$ cat src/rtl/gpio_irq_pkg.sv
package gpio_irq_pkg;

    // Register select; the vector register position is decoded for its side effect.
    typedef enum logic [1:0] {
        REG_POLARITY = 2'd0,
        REG_FLAGS    = 2'd1,
        REG_ENABLES  = 2'd2,
        REG_VECTOR   = 2'd3
    } reg_sel_e;

    // Decoded register access for one cycle.
    typedef struct packed {
        logic wr_pol;
        logic wr_flag;
        logic wr_en;
        logic vec_touch;
    } acc_dec_t;

    // Vector number reported for pin index idx.
    function automatic int unsigned vec_code(input int unsigned idx);
        return 2 * (idx + 1);
    endfunction

    // Width needed to hold the largest vector number.
    function automatic int unsigned vec_width(input int unsigned pins);
        return $clog2(vec_code(pins - 1) + 1);
    endfunction

endpackage

$ cat src/rtl/gpio_pin_sync.sv
module gpio_pin_sync #(
    parameter int unsigned W = 8
) (
    input  logic         clk,
    input  logic         rst,
    input  logic [W-1:0] pins_i,
    output logic [W-1:0] level_o,
    output logic [W-1:0] prev_o
);
    logic [W-1:0] meta_q;
    logic [W-1:0] stable_q;
    logic [W-1:0] last_q;

    always_ff @(posedge clk) begin
        if (rst) begin
            meta_q   <= '0;
            stable_q <= '0;
            last_q   <= '0;
        end else begin
            meta_q   <= pins_i;
            stable_q <= meta_q;
            last_q   <= stable_q;
        end
    end

    assign level_o = stable_q;
    assign prev_o  = last_q;
endmodule

$ cat src/rtl/gpio_edge_detect.sv
module gpio_edge_detect #(
    parameter int unsigned W = 8
) (
    input  logic [W-1:0] level_i,
    input  logic [W-1:0] prev_i,
    input  logic [W-1:0] fall_sel_i,
    output logic [W-1:0] hit_o
);
    for (genvar i = 0; i < W; i++) begin : g_pin
        logic rise;
        logic fall;
        assign rise     = level_i[i] & ~prev_i[i];
        assign fall     = ~level_i[i] & prev_i[i];
        assign hit_o[i] = fall_sel_i[i] ? fall : rise;
    end
endmodule

$ cat src/rtl/gpio_prio_enc.sv
module gpio_prio_enc
    import gpio_irq_pkg::*;
#(
    parameter int unsigned W  = 8,
    parameter int unsigned VW = 5
) (
    input  logic [W-1:0]  req_i,
    output logic [W-1:0]  grant_o,
    output logic [VW-1:0] vec_o
);
    // Scan from the top down so the lowest index is the last to win.
    always_comb begin
        grant_o = '0;
        vec_o   = '0;
        for (int i = W - 1; i >= 0; i--) begin
            if (req_i[i]) begin
                grant_o    = '0;
                grant_o[i] = 1'b1;
                vec_o      = VW'(vec_code(i));
            end
        end
    end
endmodule

$ cat src/rtl/gpio_irq_unit.sv
module gpio_irq_unit
    import gpio_irq_pkg::*;
#(
    parameter int unsigned N_PINS = 8
) (
    input  logic              clk,
    input  logic              rst,
    input  logic [N_PINS-1:0] pins_i,
    input  logic              bus_en,
    input  logic              bus_we,
    input  logic [1:0]        bus_addr,
    input  logic [N_PINS-1:0] bus_wdata,
    output logic [N_PINS-1:0] bus_rdata,
    output logic              irq_o
);
    localparam int unsigned VEC_W = vec_width(N_PINS);

    logic [N_PINS-1:0] pol_q, flag_q, en_q;
    logic [N_PINS-1:0] pol_d, flag_d, en_d;
    logic [N_PINS-1:0] level, prev, edge_hit;
    logic [N_PINS-1:0] masked, grant;
    logic [VEC_W-1:0]  vec;
    logic              irq_q, irq_d;
    logic              pend_now, pend_nxt;
    acc_dec_t          acc;
    reg_sel_e          sel;

    gpio_pin_sync #(.W(N_PINS)) u_sync (
        .clk     (clk),
        .rst     (rst),
        .pins_i  (pins_i),
        .level_o (level),
        .prev_o  (prev)
    );

    gpio_edge_detect #(.W(N_PINS)) u_edge (
        .level_i    (level),
        .prev_i     (prev),
        .fall_sel_i (pol_q),
        .hit_o      (edge_hit)
    );

    assign masked = flag_q & en_q;

    gpio_prio_enc #(.W(N_PINS), .VW(VEC_W)) u_prio (
        .req_i   (masked),
        .grant_o (grant),
        .vec_o   (vec)
    );

    // Access decode.
    always_comb begin
        sel           = reg_sel_e'(bus_addr);
        acc.wr_pol    = bus_en && bus_we && (sel == REG_POLARITY);
        acc.wr_flag   = bus_en && bus_we && (sel == REG_FLAGS);
        acc.wr_en     = bus_en && bus_we && (sel == REG_ENABLES);
        acc.vec_touch = bus_en && (sel == REG_VECTOR);
    end

    // Next state: a detected edge overrides any clear in the same cycle.
    always_comb begin
        pol_d  = acc.wr_pol  ? bus_wdata : pol_q;
        en_d   = acc.wr_en   ? bus_wdata : en_q;
        flag_d = acc.wr_flag ? bus_wdata : flag_q;
        if (acc.vec_touch) begin
            flag_d = flag_d & ~grant;
        end
        flag_d   = flag_d | edge_hit;
        pend_now = |masked;
        pend_nxt = |(flag_d & en_d);
        irq_d    = (pend_nxt && !pend_now) ||
                   (acc.vec_touch && (|grant) && pend_nxt);
    end

    always_ff @(posedge clk) begin
        if (rst) begin
            pol_q  <= '0;
            flag_q <= '0;
            en_q   <= '0;
            irq_q  <= 1'b0;
        end else begin
            pol_q  <= pol_d;
            flag_q <= flag_d;
            en_q   <= en_d;
            irq_q  <= irq_d;
        end
    end

    // Read mux, combinational in the access cycle.
    always_comb begin
        bus_rdata = '0;
        unique case (sel)
            REG_POLARITY: bus_rdata = pol_q;
            REG_FLAGS:    bus_rdata = flag_q;
            REG_ENABLES:  bus_rdata = en_q;
            REG_VECTOR:   bus_rdata[VEC_W-1:0] = vec;
            default:      bus_rdata = '0;
        endcase
    end

    assign irq_o = irq_q;
endmodule

$ cat config.mk
export PLATFORM = sky130hd
export DESIGN_NAME = gpio_irq_unit
export DESIGN_NICKNAME = d
export VERILOG_FILES = /design/src/rtl/gpio_irq_pkg.sv /design/src/rtl/gpio_pin_sync.sv /design/src/rtl/gpio_edge_detect.sv /design/src/rtl/gpio_prio_enc.sv /design/src/rtl/gpio_irq_unit.sv
export SDC_FILE = /design/constraint.sdc
export NUM_CORES = 1
export LEC_CHECK = 0
export BUFFER_PORTS_ARGS = -buffer_cell sky130_fd_sc_hd__buf_2
export CAP_MARGIN = 20
export CORE_UTILIZATION = 50
export CTS_CLUSTER_SIZE = 12
export DETAILED_ROUTE_END_ITERATION = 8
export GPL_TIMING_DRIVEN = 0
export MAX_ROUTING_LAYER = met4
export PLACE_DENSITY_LB_ADDON = 0.05
export RECOVER_POWER = 25
export SYNTH_ARGS = -nofsm -noshare
export SYNTH_HDL_FRONTEND = slang
export SYNTH_SLANG_ARGS = --single-unit
export TNS_END_PERCENT = 1
$ cat constraint.sdc
create_clock -name clk -period 1.7 [get_ports clk]
set_clock_uncertainty 0.15 [all_clocks]
set_input_delay 0.085 -clock clk [delete_from_list [all_inputs] [get_ports clk]]
set_output_delay 0.085 -clock clk [all_outputs]
set_load 0.005 [all_outputs]
==> After elaboration in Yosys (flattened, before gate mapping) <==
Cells that the tools add are included.
{ "totals": {"rom_bits": 0, "ff_bits": 49, "latchBits": 0, "wordCells": 90, "ramBits": 0, "n_memories": 0, "output_inout_bits": 9} }
{ "op_classes": {"n_reduce_logical": 14, "eq_ne": 3, "bitwise": 37, "n_addsub": 0, "order_cmp": 0, "n_shift": 0, "n_div": 0, "muxes": 29, "multipliers": 0} }
{ "op_table": {"columns": ["operator", "count"], "rows": [
  ["$mux W8", 11],
  ["$mux W5", 8],
  ["$and A8 B8 Y8", 3],
  ["$reduce_or A8 Y1", 3],
  ["$pmux W5 S4", 1],
  ["$and A1 B1 Y1", 16],
  ["$not A1 Y1", 16],
  ["$pmux W3 S3", 1],
  ["$logic_and A1 B1 Y1", 8],
  ["$mux W1", 8],
  ["$not A8 Y8", 1],
  ["$or A8 B8 Y8", 1],
  ["$eq A2 B2 Y1 const B", 2],
  ["$eq A2 B1 Y1 const B", 1],
  ["$logic_not A2 Y1", 1],
  ["$logic_not A1 Y1", 1],
  ["$logic_or A1 B1 Y1", 1]
]} }

==> Longest topological paths before layout <==
Gate-level depths: netlist of the first run.
{ "depth": {"ltp_word": 17, "depth_mapped": 7, "mapped_depth_nobuf": 6} }

==> Modules after synthesis <==
From an unflattened synthesis of the first run, not the netlist that was laid out.
{ "unflattened": {"cells_unflattened": 242, "area_unflattened_um2": 2406.1} }
{ "by_module_without_submodules": {"columns": ["module", "instances", "cells_each", "seq_area_each_um2", "area_each_um2"], "rows": [
  ["gpio_irq_unit", 1, 142, 500.5, 1373.8],
  ["gpio_pin_sync", 1, 50, 480.5, 693.2],
  ["gpio_edge_detect", 1, 24, 0.0, 180.2],
  ["gpio_prio_enc", 1, 26, 0.0, 158.9]
]} }

==> Worst setup path before layout of the first run <==
No wires, ideal clock.
{ "synth_timing": {"path_kind": "register -> register", "startpoint": "register en_q[0]", "endpoint": "register irq_q (netlist: irq_o)", "setup_slack_ns": -0.162, "required_ns": 1.430, "stages_incl_launch_ff": 7, "arrival_ns": 1.592, "synth_period_minus_slack_ns": 1.862, "setup_time_ns": 0.120, "cell_sequence": "dfxtp_1 > a222oi_1 > and3_1 > a41oi_1 > nor3_1 > o22ai_1 > o31a_1"} }
{ "synth_between": {"elab_chain_len": 10} }
{ "synth_rtl": {"columns": ["item", "line", "source"], "rows": [
  ["from (decl)", "gpio_irq_unit.sv:18", "logic [N_PINS-1:0] pol_q, flag_q, en_q;"],
  ["from (signal assigned)", "gpio_irq_unit.sv:84", "en_q <= en_d;"],
  ["$and A8 B8 Y8", "gpio_irq_unit.sv:43", "assign masked = flag_q & en_q;"],
  ["$mux W8", "gpio_prio_enc.sv:16", "if (req_i[i]) begin"],
  ["$not A8 Y8", "gpio_irq_unit.sv:66", "flag_d = flag_d & ~grant;"],
  ["$and A8 B8 Y8", "gpio_irq_unit.sv:66", null],
  ["$mux W8", "gpio_irq_unit.sv:65", "if (acc.vec_touch) begin"],
  ["$or A8 B8 Y8", "gpio_irq_unit.sv:68", "flag_d = flag_d | edge_hit;"],
  ["$and A8 B8 Y8", "gpio_irq_unit.sv:70", "pend_nxt = |(flag_d & en_d);"],
  ["$reduce_or A8 Y1", "gpio_irq_unit.sv:70", null],
  ["$logic_and A1 B1 Y1 (on tied branches)", "gpio_irq_unit.sv:71, gpio_irq_unit.sv:72", null],
  ["$logic_or A1 B1 Y1 *", "gpio_irq_unit.sv:71", "irq_d = (pend_nxt && !pend_now) ||"],
  ["to (signal assigned)", "gpio_irq_unit.sv:85", "irq_q <= irq_d;"],
  ["to (decl)", "gpio_irq_unit.sv:23", "logic irq_q, irq_d;"]
]} }
Every way passes the cells marked *; elsewhere a longest branch is shown, timed or not.
A chain may end at the register's enable or synchronous reset.

==> Worst setup path in the final report of the first run <==
{ "layout_timing": {"startpoint": "register flag_q[2]", "endpoint": "output port bus_rdata[4]"} }
{ "layout_between": {"elab_chain_len": 5} }
{ "layout_rtl": {"columns": ["item", "line", "source"], "rows": [
  ["from (decl)", "gpio_irq_unit.sv:18", null],
  ["from (signal assigned)", "gpio_irq_unit.sv:83", "flag_q <= flag_d;"],
  ["$and A8 B8 Y8", "gpio_irq_unit.sv:43", null],
  ["$mux W5 (3 in series)", "gpio_prio_enc.sv:16", null],
  ["$pmux W5 S4", "gpio_irq_unit.sv:92", "unique case (sel)"],
  ["to (decl)", "gpio_irq_unit.sv:13", "output logic [N_PINS-1:0] bus_rdata,"]
]} }
No other way between the ends.

==> results of run 1 <==
==> power groups by stage <==
stage	sequential, uW	combinational, uW	clock [uW]
finish	1230	257	789
global route	1230	283	842
CTS	1230	254	805
detailed placement	1250	212	0
global placement	1250	211	0
floorplan	1240	140	0
==> state kept, by name, summed over array words and instances (netlist names) <==
signal	count
flag_q	8
u_sync.prev_o	8
u_sync.level_o	8
irq_o	1
u_sync.meta_q	8
pol_q	8
en_q	8
==> synthesized netlist by cell type (all sizes together) <==
| master | instances |
|---|---|
| dfxtp | 49 |
| nor2b | 33 |
| mux2i | 24 |
| nor2 | 20 |
| nand2 | 10 |
| and3 | 6 |
| nand2b | 5 |
| nor3 | 5 |
| o21ai | 5 |
| and3b | 4 |
| buf | 4 |
| clkbuf | 4 |
| mux4 | 4 |
| nand3b | 4 |
| nor3b | 4 |
| o221ai | 4 |
| mux2 | 3 |
| a21boi | 2 |
| a21oi | 2 |
| a222oi | 2 |
| a22oi | 2 |
| a31oi | 2 |
| and2 | 2 |
| nand3 | 2 |
| nor4 | 2 |
| o22ai | 2 |
| a22o | 1 |
| a32o | 1 |
| a41oi | 1 |
| and2b | 1 |
| nand4b | 1 |
| o211ai | 1 |
| o21a | 1 |
| o31a | 1 |
==> final cells by class <==
| type | count | share of cell area, % |
|---|---|---|
| clock buffers | 5 | 2.47 |
| repair buffers | 50 | 12.5 |
| clock inverters | 2 | 1.26 |
| multi-input cells | 157 | 44.1 |
| plain buffers | 8 | 1.53 |
| flip-flops and latches | 49 | 35.9 |
| well taps | 50 | 2.25 |
==> routing by layer <==
metal	vias up	track usage, %	wire, microns
li1	877	-	-
met1	817	32.5	2430
met2	50	36.0	2150
met3	4	4.50	269
met4	0	6.77	33
met5	-	-	0
==> logic make-up after synthesis <==
| group | synth area share [%] |
|---|---|
| muxes | 17.0 |
| and+or+nand+nor | 26.7 |
| AOI/OAI and AO/OA | 9.07 |
| buffers and inverters | 1.96 |
| DFF | 45.3 |
==> worst max path at each step <==
stage / startpoint / end / depth (start not counted)
2_1_floorplan: flag_q[0] / irq_o / 6
3_3_place_gp: bus_addr[1] / irq_o / 8
3_5_place_dp: bus_addr[1] / irq_o / 8
4_1_cts: en_q[0] / bus_rdata[4] / 6
5_1_grt: en_q[0] / bus_rdata[4] / 6
6_report: flag_q[2] / bus_rdata[4] / 6
==> per-stage QoR <==
stage                     hold slack (ps)  area, sq um  setup WS (ps)
final                                26.3         2780           -420
after global routing                 31.1         2780           -512
after CTS                            21.3         2760           -402
after detailed placement              148         2390           -617
after global placement                143         2390           -633
after floorplan                      63.2         2180           -143
==> critical path: cells and delay by family, from the launching register on <==
kind	cells	cell delay, ps
muxes	1	480
DFF	1	370
and+or+nand+nor	2	350
buffers and inverters	2	290
AOI/OAI and AO/OA	1	90
==> what timing repair did <==
| action | 4_1_cts | 5_1_grt |
|---|---|---|
| pin swaps | 8 | 3 |
| setup endpoints to repair | 8 | 9 |
| hold buffers | 16 | 0 |
| gates resized for setup | 24 | 5 |
| endpoints found under the hold margin | 21 | 0 |
| buffers inserted | 5 | 0 |
==> metrics.cfg, run 1 <==
[clock_tree]
clkTransAtPathRegs_ps=80
cts-root-buf=clkbuf_8
cts_num_sinks=49
cts_tree=done
htreeDepth=2
cts_buffers=5
cts_buffer_depth=2
clock_latency_ps=300

[critical_path]
cpMostUsedCell=and3_4
reg2reg_depth=6
reg2reg_from=en_q[1]
critPathMaxFanout=5
cp.arrival_ps=1880
required_ps=1460
reg2reg_slack_ps=-350
critPathMaxStageDelay_ps=480
worstSetupEndpointType=primary output
crit_type=flop to primary output
crit_chain=a222oi_1 > buf_4 > and3_4 > and3_4 > mux4_2 > buf_6
r2r_end=irq_o
cpMaxStageDelayCell=mux4_2
cp-start-kind=flop

[sta]
min_period_ps=2120
finalCritPeriodShare_pct=125
worst_slack_ps=-420
hold_violations=0
relSlewSlack_pct=34.2
slew_viol_final=0
rsz0062_at_grt=true
worst_pin_slew_ps=981
setup_tns_ps=-1710
finalSetupViolCount=7
fmax_mhz=472

[power]
pwr-share-clk_pct=34.7
switching_share_pct=22.7
seqPwrFrac_pct=54.0
finalPower_uw=2270
vdd_drop_max_mv=0.692
p_leak_uw=0.00117
combPwrFrac_pct=11.3
power_density_nw_per_um2=816
power_switching_uw=515
internal_power_uw=1760

[global_route]
grt_pass1_vias=1607
grt_max_degree=15
grt_pass1_wl_microns=7650
antenna_found_initial=0
grt_use_total_pct=23.8
overflow=0

[final_layout]
layout-drive-gt1-share_pct=28.8
layout_common_cells=dfxtp_1, nor2b_1, buf_2
final_util_pct=68.1
n_fill_cell=333
final_common_cell=dfxtp_1
regArea_sq_um=998
area_growth_pct=28.5
fin_nets=293
multi_input_area_sq_um=1230
antennaDiodeCount=0
final_cells=321

[yosys]
synth-warning-count=0
yosys_register_bits=49
netlist_top_cells_area=dfxtp_1, mux2i_1, nor2b_1
syn-mean-instance-area_sq_um=10.1
synth_largest_area_cell=dfxtp_1
synth_top_area_share_pct=45.3
synth_nets=236
synth_cell_types=41
syn_inst=214
synth-seq-area-share_pct=45.3
syn_area_sq_um=2170

[flow_run]
drv_cap=0

[floorplanning]
start_util_pct=53.0
die_x_microns=67.8
ios=31
rows=23
core_area_sq_um=4090
die_area_sq_um=4600
die_h_microns=67.8

[status]
status=complete, but fails checks
violations=setup timing

[detailed_routing]
vias=1748
avgRoutedWirePerCell_microns=15.2
ant_nets=0
remaining_drc_errors=0
drt_iter0_drc=94
avgViaCountPerCell=5.45
drt-total-wl_microns=4890
firstDrtPassIters=5

[hold_path]
hold_path_end=en_q[1]
hp-class=input pin to flop
hold_start=bus_wdata[1]
holdPathStages=3

[placed_design]
place_inst=293
dp_hpwl_microns=3300
port_buffers=29
place_congestion=0.789

No activity file was read; power rests on OpenSTA's default activity.
==> run 2: changes to the inputs <==
--- a/config.mk
+++ b/config.mk
@@ -12,7 +12,7 @@
 export DETAILED_ROUTE_END_ITERATION = 8
 export GPL_TIMING_DRIVEN = 0
 export MAX_ROUTING_LAYER = met4
-export PLACE_DENSITY_LB_ADDON = 0.05
+export PLACE_DENSITY = 0.77
 export RECOVER_POWER = 25
 export SYNTH_ARGS = -nofsm -noshare
 export SYNTH_HDL_FRONTEND = slang
==> metrics.cfg, run 2 (synthesis gave the netlist of run 1 again) <==
[power]
internal_power_uw=1810
switching_share_pct=22.1
seqPwrFrac_pct=52.9
p_leak_uw=0.00118
power_switching_uw=513
combPwrFrac_pct=10.9
vdd_drop_max_mv=0.592
power_density_nw_per_um2=838
pwr-share-clk_pct=36.2

[sta]
whs_ps=16.9
finalCritPeriodShare_pct=125
min_period_ps=2130
hold_violations=0
worst_pin_slew_ps=994
finalSetupViolCount=8
relSlewSlack_pct=33.4
worst_slack_ps=-429
fmax_mhz=470
setup_tns_ps=-1900
slew_viol_final=0
rsz0062_at_grt=true

[global_route]
grt_use_total_pct=23.6
overflow=0
antenna_found_initial=0
grt_pass1_wl_microns=7530
grt_pass1_vias=1583
grt_max_degree=15

[final_layout]
final_cells=323
layout_common_cells=dfxtp_1, nor2b_1, buf_2
final_common_cell=dfxtp_1
layout-drive-gt1-share_pct=27.8
fin_nets=294
antennaDiodeCount=0
area_growth_pct=28.1
n_fill_cell=324

[detailed_routing]
firstDrtPassIters=4
drt-total-wl_microns=4770
vias=1758
ant_nets=0
remaining_drc_errors=0
drt_iter0_drc=166
avgViaCountPerCell=5.44
avgRoutedWirePerCell_microns=14.8

[hold_path]
hold_start=bus_wdata[0]
hp-class=input pin to flop

[placed_design]
dp_hpwl_microns=3320
place_congestion=0.917
place_inst=293
port_buffers=29
place_ws_ps=-537

[floorplanning]
die_area_sq_um=4600
start_util_pct=53.0
ios=31
die_x_microns=67.8
die_h_microns=67.8
core_area_sq_um=4090
rows=23

[clock_tree]
htreeDepth=2
cts_buffer_depth=2
clkTransAtPathRegs_ps=80
cts_tree=done
cts_buffers=5
cts_num_sinks=49
cts-root-buf=clkbuf_8
clock_latency_ps=300

[critical_path]
cp-start-kind=flop
critPathLaunch=en_q[0]
reg2reg_from=en_q[1]
critPathMaxFanout=4
crit_type=flop to primary output
cp.arrival_ps=1890
required_ps=1460
worstSetupEndpointType=primary output

[flow_run]
drv_cap=0

[status]
violations=setup timing
status=complete, but fails checks

[run 2: worst max-delay path: stages, from the launching register on]
cell,delay [ps]
dfxtp_2,340
a222oi_1,400
buf_4,190
and3_4,190
and3_1,140
mux4_2,230
buf_2,110
[run 2: power by group through the flow]
stage	registers, uW	logic, uW	clock network, uW
floorplan	1240	140	0
global placement	1250	206	0
detailed placement	1250	211	0
CTS	1230	251	863
global route	1240	281	911
finish	1230	254	842
[run 2: area by class of cell]
cell class / count / area, sq um / share of cell area, %
Buffer: 8 / 42.5 / 1.53
Clock buffer: 7 / 86.3 / 3.11
Clock inverter: 1 / 30.0 / 1.08
Multi-Input combinational cell: 157 / 1200 / 43.3
Sequential cell: 49 / 995 / 35.9
Tap cell: 50 / 62.6 / 2.26
Timing Repair Buffer: 51 / 357 / 12.9
[run 2: path summary, 6_finish.rpt]
| kind | endpoint | slack, ps | depth (start not counted) |
|---|---|---|---|
| min reg2reg | u_sync.level_o[6] | 280 | 1 |
| max reg2reg | irq_o | -340 | 6 |
| min | en_q[0] | 20 | 3 |
| max | bus_rdata[4] | -430 | 6 |
[run 2: what timing repair did]
action,CTS,global route
buffers inserted,6,0
setup endpoints to repair,8,9
hold buffers,16,0
pin swaps,7,4
gates resized for setup,11,11
endpoints found under the hold margin,21,0
[run 2: per-layer routing]
metal | vias to the layer above | global-route usage [%] | part of all wire [%]
li1 | 884 | - | -
met1 | 809 | 30.3 | 45
met2 | 58 | 36.6 | 46
met3 | 7 | 5.50 | 6.9
met4 | 0 | 7.29 | 1.6
met5 | - | - | 0
[run 2: per-stage QoR]
step | total power (uW) | instance area (sq um) | util, %
2_1_floorplan | 1380 | 2180 | -
5_1_grt | 2430 | 2770 | 67.9
6_report | 2320 | 2770 | 67.9
4_1_cts | 2340 | 2740 | 67.1
3_3_place_gp | 1460 | 2390 | 58.4
3_5_place_dp | 1460 | 2390 | 58.4
==> run 3: changes to the inputs <==
--- a/config.mk
+++ b/config.mk
@@ -7,12 +7,12 @@
 export LEC_CHECK = 0
 export BUFFER_PORTS_ARGS = -buffer_cell sky130_fd_sc_hd__buf_2
 export CAP_MARGIN = 20
-export CORE_UTILIZATION = 50
+export CORE_UTILIZATION = 56
 export CTS_CLUSTER_SIZE = 12
 export DETAILED_ROUTE_END_ITERATION = 8
 export GPL_TIMING_DRIVEN = 0
 export MAX_ROUTING_LAYER = met4
-export PLACE_DENSITY = 0.77
+export PLACE_DENSITY = 0.81
 export RECOVER_POWER = 25
 export SYNTH_ARGS = -nofsm -noshare
 export SYNTH_HDL_FRONTEND = slang
==> constraint.sdc (replaced) <==
create_clock -name clk -period 2.1 [get_ports clk]
set_clock_uncertainty 0.15 [all_clocks]
set_input_delay 0.105 -clock clk [delete_from_list [all_inputs] [get_ports clk]]
set_output_delay 0.105 -clock clk [all_outputs]
set_load 0.005 [all_outputs]
==> metrics.cfg, run 3 (synthesis gave the netlist of run 1 again) <==
[floorplanning]
start_util_pct=58.7
rows=22
die_x_microns=64.2
ios=31
die_h_microns=64.2
die_area_sq_um=4120
core_area_sq_um=3690

[sta]
slew_viol_final=0
worst_slack_ps=-34.6
rsz0062_at_grt=true
worst_pin_slew_ps=1010
finalCritPeriodShare_pct=102
min_period_ps=2130
hold_violations=0
fmax_mhz=468
finalSetupViolCount=2
relSlewSlack_pct=32.2

[detailed_routing]
vias=1749
drt_iter0_drc=175
avgRoutedWirePerCell_microns=14.8
drt-total-wl_microns=4680
avgViaCountPerCell=5.52
ant_nets=0
firstDrtPassIters=4
remaining_drc_errors=0

[critical_path]
r2r_end=irq_o
crit_type=flop to primary output
reg2reg_depth=7
cp.arrival_ps=1880
reg2reg_slack_ps=30
required_ps=1850
critPathMaxFanout=5
worstSetupEndpointType=primary output
reg2reg_from=en_q[0]
cp-start-kind=flop

[hold_path]
hp-class=input pin to flop
holdPathStages=2
hold_start=rst
hold_path_end=u_sync.meta_q[7]

[power]
pwr-share-clk_pct=33.5
combPwrFrac_pct=10.9
p_leak_uw=0.00115
power_switching_uw=444
internal_power_uw=1340
vdd_drop_max_mv=0.613
power_density_nw_per_um2=661
switching_share_pct=24.8
seqPwrFrac_pct=55.7

[placed_design]
place_inst=291
port_buffers=29
dp_hpwl_microns=3230
place_congestion=0.873

[global_route]
overflow=0
antenna_found_initial=0
grt_pass1_wl_microns=7630
grt_max_degree=17
grt_use_total_pct=25.9
grt_pass1_vias=1595

[final_layout]
area_growth_pct=24.8
layout_common_cells=dfxtp_1, nor2b_1, buf_2
antennaDiodeCount=0
final_util_pct=73.3
final_common_cell=dfxtp_1
fin_nets=290
layout-drive-gt1-share_pct=25.3
final_cells=317

[clock_tree]
cts_buffers=5
cts_buffer_depth=2
cts_tree=done
htreeDepth=2
cts-root-buf=clkbuf_8
clkTransAtPathRegs_ps=90
cts_num_sinks=49
clock_latency_ps=310

[status]
violations=setup timing
status=complete, but fails checks

[flow_run]
drv_cap=0

## run 3: cell count changes in the layout (fill, tap and decap cells not counted), sizes merged
cell / delta
clkinv: +1
buf: -4
inv: +1
bufinv: -1
clkbuf: -1
## run 3: repair_timing
action	CTS	global route
hold buffers	16	0
resized for setup	14	7
buffers inserted	2	0
endpoints found under the hold margin	21	0
pin swaps	4	2
endpoints found under the setup margin	3	5
## run 3: area by class of cell
type / instances / area (sq um)
Tap cell: 48 / 60.1
Buffer: 8 / 42.5
Clock inverter: 2 / 17.5
Sequential cell: 49 / 997
Multi-Input combinational cell: 157 / 1180
Timing Repair Buffer: 47 / 320
Clock buffer: 6 / 82.6
Fill cell: 268 / 985
## run 3: how the worst max path moves through the flow
stage	startpoint	end	slack [ps]	cells after the start
2_1_floorplan	en_q[0]	irq_o	240	6
3_3_place_gp	bus_addr[1]	irq_o	-140	8
3_5_place_dp	bus_addr[0]	irq_o	-150	8
4_1_cts	flag_q[0]	bus_rdata[4]	-20	6
5_1_grt	en_q[0]	bus_rdata[4]	-110	6
6_report	en_q[0]	bus_rdata[4]	-30	6
## run 3: through the flow
| step | total power, uW | hold WS [ps] | cell area (sq um) | setup WS (ps) | setup TNS [ps] |
|---|---|---|---|---|---|
| 2_1_floorplan | 1120 | 83.2 | 2170 | 238 | 0 |
| 3_3_place_gp | 1180 | 163 | 2370 | -135 | -135 |
| 3_5_place_dp | 1180 | 169 | 2370 | -151 | -151 |
| 4_1_cts | 1800 | 21.0 | 2680 | -18.4 | -18.4 |
| 5_1_grt | 1870 | 32.7 | 2700 | -111 | -315 |
| 6_report | 1790 | 2.01 | 2700 | -34.6 | -55.2 |
## run 3: critical path, cell delays in order (launching register included)
cell	delay, ps
dfxtp_2	380
a222oi_1	110
buf_4	160
and3_4	180
and3_1	140
mux4_2	460
buf_2	140
## run 3: power by group through the flow
stage                     Sequential, uW  Combinational [uW]  Clock (uW)
after global routing                1000                 213         659
after detailed placement            1010                 167           0
after CTS                            993                 193         608
after floorplan                     1010                 111           0
after global placement              1010                 165           0
final                                996                 194         599
## run 3: routing by layer
layer  vias up  track usage [%]  part of all wire (%)
li1        875                -                     -
met3         7             6.96                   6.3
met1       804             32.8                    47
met5         -                -                     0
met4         0             11.9                   1.6
met2        63             38.4                    45
